$ cat src/rtl/hsc_pkg.sv
package hsc_pkg;

  typedef enum logic [1:0] {
    ST_OFF   = 2'd0,
    ST_RAMP  = 2'd1,
    ST_ON    = 2'd2,
    ST_FAULT = 2'd3
  } hsc_state_e;

  // Bit positions of the synchronised input bundle.
  localparam int unsigned IN_SEAT_A = 0;
  localparam int unsigned IN_SEAT_B = 1;
  localparam int unsigned IN_PWREN  = 2;
  localparam int unsigned IN_VSEL   = 3;
  localparam int unsigned IN_H3UV   = 4;
  localparam int unsigned IN_M5UV   = 5;
  localparam int unsigned IN_C3UV   = 6;
  localparam int unsigned IN_C5UV   = 7;
  localparam int unsigned IN_OC3    = 8;
  localparam int unsigned IN_OC5    = 9;
  localparam int unsigned IN_W      = 10;

  // Reset image: unseated, power disabled, all supplies reported low.
  localparam logic [IN_W-1:0] IN_RST_VAL = 10'b00_1111_0_0_11;

  // Which host undervoltage flag is watched, chosen by the strap.
  function automatic logic pick_host_uv(input logic vsel_3v3,
                                        input logic h3_uv,
                                        input logic m5_uv);
    return vsel_3v3 ? h3_uv : m5_uv;
  endfunction

  function automatic logic gates_live(input hsc_state_e st);
    return (st == ST_RAMP) || (st == ST_ON);
  endfunction

endpackage

$ cat src/rtl/hsc_sync.sv
module hsc_sync #(
  parameter int unsigned W      = 1,
  parameter int unsigned STAGES = 2,
  parameter logic [W-1:0] RST_VAL = '0
) (
  input  logic         clk,
  input  logic         rst_n,
  input  logic [W-1:0] d_async,
  output logic [W-1:0] q_sync
);
  logic [W-1:0] chain [STAGES];

  generate
    for (genvar s = 0; s < STAGES; s++) begin : g_stage
      always_ff @(posedge clk or negedge rst_n) begin
        if (!rst_n) begin
          chain[s] <= RST_VAL;
        end else if (s == 0) begin
          chain[s] <= d_async;
        end else begin
          chain[s] <= chain[(s == 0) ? 0 : s-1];
        end
      end
    end
  endgenerate

  assign q_sync = chain[STAGES-1];
endmodule

$ cat src/rtl/hsc_monitor.sv
module hsc_monitor
  import hsc_pkg::*;
(
  input  logic [IN_W-1:0] in_s,
  output logic            seated,
  output logic            pwr_en_s,
  output logic            host_uv_sel,
  output logic            oc_any,
  output logic            healthy_n,
  output logic            rst_req
);
  assign seated      = ~in_s[IN_SEAT_A] & ~in_s[IN_SEAT_B];
  assign pwr_en_s    = in_s[IN_PWREN];
  assign host_uv_sel = pick_host_uv(in_s[IN_VSEL], in_s[IN_H3UV], in_s[IN_M5UV]);
  assign oc_any      = in_s[IN_OC3] | in_s[IN_OC5];
  assign healthy_n   = in_s[IN_C3UV] | in_s[IN_C5UV];
  assign rst_req     = ~pwr_en_s | host_uv_sel;
endmodule

$ cat src/rtl/hsc_seq_fsm.sv
module hsc_seq_fsm
  import hsc_pkg::*;
#(
  parameter int unsigned RAMP_CYCLES = 16
) (
  input  logic       clk,
  input  logic       rst_n,
  input  logic       seated,
  input  logic       pwr_en_s,
  input  logic       host_uv_sel,
  input  logic       oc_any,
  output hsc_state_e state,
  output logic       fault_q,
  output logic       clr_armed,
  output logic       start_ev,
  output logic       trip_ev
);
  localparam int unsigned CW = $clog2(RAMP_CYCLES + 1) + 1;

  logic [CW-1:0] ramp_cnt;
  hsc_state_e    state_d;
  logic          host_ok;
  logic          may_start;
  logic          drop_ev;

  function automatic logic ramp_last(input logic [CW-1:0] c);
    return c == CW'(RAMP_CYCLES - 1);
  endfunction

  assign host_ok   = ~host_uv_sel;
  assign may_start = seated & pwr_en_s & host_ok & ~oc_any & (~fault_q | clr_armed);
  assign trip_ev   = gates_live(state) & oc_any;
  assign drop_ev   = gates_live(state) & ~oc_any & (~seated | ~pwr_en_s | ~host_ok);
  assign start_ev  = ~gates_live(state) & may_start &
                     ~((state == ST_FAULT) & ~seated);

  always_comb begin
    state_d = state;
    unique case (state)
      ST_OFF:   if (start_ev) state_d = ST_RAMP;
      ST_FAULT: begin
        if (!seated)       state_d = ST_OFF;
        else if (start_ev) state_d = ST_RAMP;
      end
      ST_RAMP: begin
        if (trip_ev)                 state_d = ST_FAULT;
        else if (drop_ev)            state_d = ST_OFF;
        else if (ramp_last(ramp_cnt)) state_d = ST_ON;
      end
      ST_ON: begin
        if (trip_ev)      state_d = ST_FAULT;
        else if (drop_ev) state_d = ST_OFF;
      end
      default: state_d = ST_OFF;
    endcase
  end

  always_ff @(posedge clk or negedge rst_n) begin
    if (!rst_n) begin
      state     <= ST_OFF;
      ramp_cnt  <= '0;
      fault_q   <= 1'b0;
      clr_armed <= 1'b0;
    end else begin
      state <= state_d;

      if (state == ST_RAMP && state_d == ST_RAMP) ramp_cnt <= ramp_cnt + 1'b1;
      else                                         ramp_cnt <= '0;

      if (trip_ev) begin
        fault_q   <= 1'b1;
        clr_armed <= 1'b0;
      end else if (start_ev) begin
        fault_q   <= 1'b0;
        clr_armed <= 1'b0;
      end else if (fault_q && !pwr_en_s) begin
        clr_armed <= 1'b1;
      end
    end
  end
endmodule

$ cat src/rtl/hotswap_seq_ctrl.sv
module hotswap_seq_ctrl
  import hsc_pkg::*;
#(
  parameter int unsigned RAMP_CYCLES = 16,
  parameter int unsigned SYNC_STAGES = 2
) (
  input  logic clk,
  input  logic rst_n,
  input  logic seat_a_n,
  input  logic seat_b_n,
  input  logic pwr_en,
  input  logic vsel_3v3,
  input  logic host3_uv,
  input  logic main5_uv,
  input  logic card3_uv,
  input  logic card5_uv,
  input  logic oc_3v3,
  input  logic oc_5v,
  output logic gate3_en,
  output logic gate5_en,
  output logic drv_on_n,
  output logic fault_n,
  output logic healthy_n,
  output logic rst_req,
  output logic pwr_good
);
  logic [IN_W-1:0] in_raw;
  logic [IN_W-1:0] in_s;
  logic            seated;
  logic            pwr_en_s;
  logic            host_uv_sel;
  logic            oc_any;
  hsc_state_e      state;
  logic            fault_q;
  logic            clr_armed;
  logic            start_ev;
  logic            trip_ev;
  logic            gates_on;

  always_comb begin
    in_raw            = '0;
    in_raw[IN_SEAT_A] = seat_a_n;
    in_raw[IN_SEAT_B] = seat_b_n;
    in_raw[IN_PWREN]  = pwr_en;
    in_raw[IN_VSEL]   = vsel_3v3;
    in_raw[IN_H3UV]   = host3_uv;
    in_raw[IN_M5UV]   = main5_uv;
    in_raw[IN_C3UV]   = card3_uv;
    in_raw[IN_C5UV]   = card5_uv;
    in_raw[IN_OC3]    = oc_3v3;
    in_raw[IN_OC5]    = oc_5v;
  end

  hsc_sync #(
    .W       (IN_W),
    .STAGES  (SYNC_STAGES),
    .RST_VAL (IN_RST_VAL)
  ) sync_i (
    .clk     (clk),
    .rst_n   (rst_n),
    .d_async (in_raw),
    .q_sync  (in_s)
  );

  hsc_monitor mon_i (
    .in_s        (in_s),
    .seated      (seated),
    .pwr_en_s    (pwr_en_s),
    .host_uv_sel (host_uv_sel),
    .oc_any      (oc_any),
    .healthy_n   (healthy_n),
    .rst_req     (rst_req)
  );

  hsc_seq_fsm #(
    .RAMP_CYCLES (RAMP_CYCLES)
  ) fsm_i (
    .clk         (clk),
    .rst_n       (rst_n),
    .seated      (seated),
    .pwr_en_s    (pwr_en_s),
    .host_uv_sel (host_uv_sel),
    .oc_any      (oc_any),
    .state       (state),
    .fault_q     (fault_q),
    .clr_armed   (clr_armed),
    .start_ev    (start_ev),
    .trip_ev     (trip_ev)
  );

  assign gates_on = gates_live(state);
  assign gate3_en = gates_on;
  assign gate5_en = gates_on;
  assign drv_on_n = ~gates_on;
  assign fault_n  = ~fault_q;
  assign pwr_good = (state == ST_ON);
endmodule

$ cat config.mk
export PLATFORM = sky130hd
export DESIGN_NAME = hotswap_seq_ctrl
export DESIGN_NICKNAME = d
export VERILOG_FILES = /design/src/rtl/hsc_pkg.sv /design/src/rtl/hsc_sync.sv /design/src/rtl/hsc_monitor.sv /design/src/rtl/hsc_seq_fsm.sv /design/src/rtl/hotswap_seq_ctrl.sv
export SDC_FILE = /design/constraint.sdc
export NUM_CORES = 1
export LEC_CHECK = 0
export BUFFER_PORTS_ARGS = -buffer_cell sky130_fd_sc_hd__buf_4
export CAP_MARGIN = 20
export CORE_MARGIN = 2
export CORE_UTILIZATION = 35
export DETAILED_ROUTE_END_ITERATION = 8
export SLEW_MARGIN = 20
export SYNTH_ARGS = -nofsm -noshare
export SYNTH_HDL_FRONTEND = slang
export SYNTH_SLANG_ARGS = --single-unit
$ cat constraint.sdc
create_clock -name clk -period 4 [get_ports clk]
set_input_delay 0.6 -clock clk [delete_from_list [all_inputs] [get_ports clk]]
set_output_delay 0.6 -clock clk [all_outputs]
set_load 0.02 [all_outputs]
==> impl_metrics.json <==
{
  "outcome": "finished clean",
  "core-area_um2": 3103,
  "synth-main-ff-cell": "dfrtp_1",
  "min_period_ns": 2.041,
  "fin_util": 0.4544,
  "ctsHtreeMaxLevel": 2,
  "rows": 20,
  "numCtsBuffers": 5,
  "cts_resized": 0,
  "io_pins": 19,
  "ys_warn_count": 0,
  "peakVddDrop_v": 0.0001872,
  "hold_violations": 0,
  "clkLatencyLatePin_ns": 0.32,
  "fmax_mhz": 490.0,
  "crit_arrival_ns": 1.44,
  "n_fill_cell": 309,
  "powerDensity_nw_per_um2": 484.3,
  "wire_per_inst_um": 11.33,
  "min_path_type": "in -> async",
  "synthTopCellsByArea": "dfrtp_1 39%, dfstp_2 27%, ha_1 5.4%, nor3_1 3.0%, nor3b_2 2.2%",
  "synth_area_um2": 1164,
  "p_int_mw": 0.4777,
  "end_kind": "primary output",
  "swShare": 0.3005,
  "cts_tree": "done",
  "relSlewSlack": 0.6190,
  "synth-edff-count": 0,
  "tightest_slew_ns": 0.5714,
  "syn_nets": 101,
  "ys_seq_elements": 30,
  "antenna_cells": 0,
  "synth.most_common_cell": "dfrtp_1",
  "worstSetupStartpointType": "flip-flop",
  "postCtsHoldBufs": 0,
  "seq_power_share": 0.510,
  "drtAntennaViolNets": 0,
  "power_frac_clock": 0.266,
  "synthArstFlopShare": 1.000,
  "setup_viol_count_final": 0,
  "num-nets-final": 125,
  "dpl.hpwl_um": 1293,
  "gr-total-overflow": 0,
  "grt_usage": 0.1115,
  "synth_top_area_frac": 0.3871,
  "yosysSeqAreaShare": 0.6581,
  "yosys-top-cells-count": "18 x dfrtp_1, 12 x dfstp_2, 7 x nor3_1",
  "portBuffers": 18,
  "grt_pass1_wl_um": 2808,
  "cts_setup_buffers": 0,
  "die_w_um": 61.66,
  "synth_cells": 84,
  "switching_power_mw": 0.2052,
  "critical_path_required_ns": 3.40,
  "yosys.cell_types.count": 27,
  "maxSlewViolCount": 0,
  "grt_pass1_vias": 686,
  "grt_max_degree": 31,
  "gp_congestion": 0.7826,
  "antenna_found_initial": 0,
  "drt-vias-per-instance": 4.582,
  "die_h_um": 61.66,
  "root_buffer": "clkbuf_4",
  "multi_input_area_um2": 367.9,
  "synth_top_cell_by_area": "dfrtp_1",
  "finalCritPeriodShare": 0.5102,
  "setup-tns-final_ns": 0,
  "crit_path_max_fanout": 6,
  "area_growth_pct": 21.18,
  "clock_skew_ns": 0.006036,
  "power_leakage_nw": 0.6083,
  "initial_utilization": 0.3750,
  "regArea_um2": 765.7,
  "drc": 0,
  "drt-pass1-iter-count": 4,
  "r2r_slack_ns": 2.08,
  "clock-sinks": 30,
  "cts.clk_slew.worst_paths_ns": 0.08,
  "drive_gt1_frac": 0.4312,
  "clock_path_buffers": 2,
  "rsz0062_at_grt": "false",
  "drtIter0Drc": 15,
  "cap_violations": 0,
  "routed_wirelength_um": 1733,
  "synth.avg_cell_area_um2": 13.85,
  "dr_total_vias": 701,
  "path_class": "reg -> out",
  "fp.dieArea_um2": 3802,
  "combPwrFrac": 0.224
}
power groups by stage:
stage | clock, mW | combinational [mW] | sequential, mW
floorplan | 0 | 0.105 | 0.349
global placement | 0 | 0.153 | 0.352
finish | 0.182 | 0.153 | 0.348
global route | 0.209 | 0.170 | 0.351
CTS | 0.191 | 0.156 | 0.348
detailed placement | 0 | 0.156 | 0.354
routing by layer:
metal  vias up  share of wire  track usage
met3         4          0.071      0.06303
met4         0          0.024      0.08207
met1       336           0.41       0.1218
li1        337              -            -
met5         -              0            0
met2        24           0.50       0.1609
sequential cells by signal, summed over array words and instances (netlist names):
name / cells
fsm_i.clr_armed: 1
sync_i.q_sync: 10
fsm_i.fault_q: 1
sync_i.chain: 10
fsm_i.ramp_cnt: 6
fsm_i.state: 2
logic make-up after synthesis:
family | synth area share
adders and majority gates | 0.05376
xor gates and xnor gates | 0.03011
AOI/OAI and AO/OA | 0.06882
buffers and inverters | 0.02581
DFF | 0.6581
and+or+nand+nor | 0.1516
muxes | 0.01183
cells in the final DEF, fill, tap and decap left out, drive strengths merged:
| master | n |
|---|---|
| o2111ai | 1 |
| a21oi | 3 |
| o21a | 1 |
| dfrtp | 18 |
| nand3b | 1 |
| a221oi | 1 |
| a211o | 1 |
| nor4 | 2 |
| nor3b | 2 |
| or2 | 1 |
| dfstp | 12 |
| inv | 6 |
| o311ai | 1 |
| nand3 | 4 |
| xor2 | 2 |
| o22a | 1 |
| buf | 18 |
| nor3 | 7 |
| clkbuf | 6 |
| nor4b | 1 |
| clkinvlp | 1 |
| mux2i | 1 |
| nand2 | 5 |
| clkinv | 1 |
| xnor2 | 2 |
| nor2 | 5 |
| ha | 5 |
critical path, stage by stage, from the launching register on:
cell,delay (ns)
dfrtp_1,0.44
inv_1,0.09
ha_1,0.37
inv_1,0.08
buf_4,0.16
per-stage QoR:
| stage | std cells | hold WS [ns] | power, mW | area, um^2 | worst slack, ns |
|---|---|---|---|---|---|
| 2_1_floorplan | 84 | 0.3044 | 0.4541 | 1164 | 2.108 |
| 3_3_place_gp | 145 | 0.3320 | 0.5050 | 1346 | 2.120 |
| 3_5_place_dp | 145 | 0.3355 | 0.5095 | 1346 | 2.041 |
| 4_1_cts | 153 | 0.1778 | 0.6953 | 1410 | 1.937 |
| 5_1_grt | 153 | 0.1626 | 0.7305 | 1410 | 1.821 |
| 6_report | 153 | 0.1829 | 0.6829 | 1410 | 1.959 |
cell type report:
cell class / count / area share
inverters: 6 / 0.01597
repair buffers: 18 / 0.09583
clock buffers: 6 / 0.03638
flip-flops and latches: 30 / 0.5430
multi-input cells: 47 / 0.2609
well taps: 44 / 0.03904
clock inverters: 2 / 0.008873
worst paths after layout:
kind | startpoint | endpoint | cells after the start
max | fsm_i.state[1] | drv_on_n | 4
min | rst_n | fsm_i.ramp_cnt[2] | 1
max reg2reg | fsm_i.state[1] | fsm_i.ramp_cnt[3] | 7
min reg2reg | sync_i.chain[12] | sync_i.q_sync[2] | 0
max in group asynchronous | rst_n | sync_i.chain[17] | 1
min in group clk | sync_i.chain[12] | sync_i.q_sync[2] | 0
Note: power is estimated with default switching activity, not from simulation.
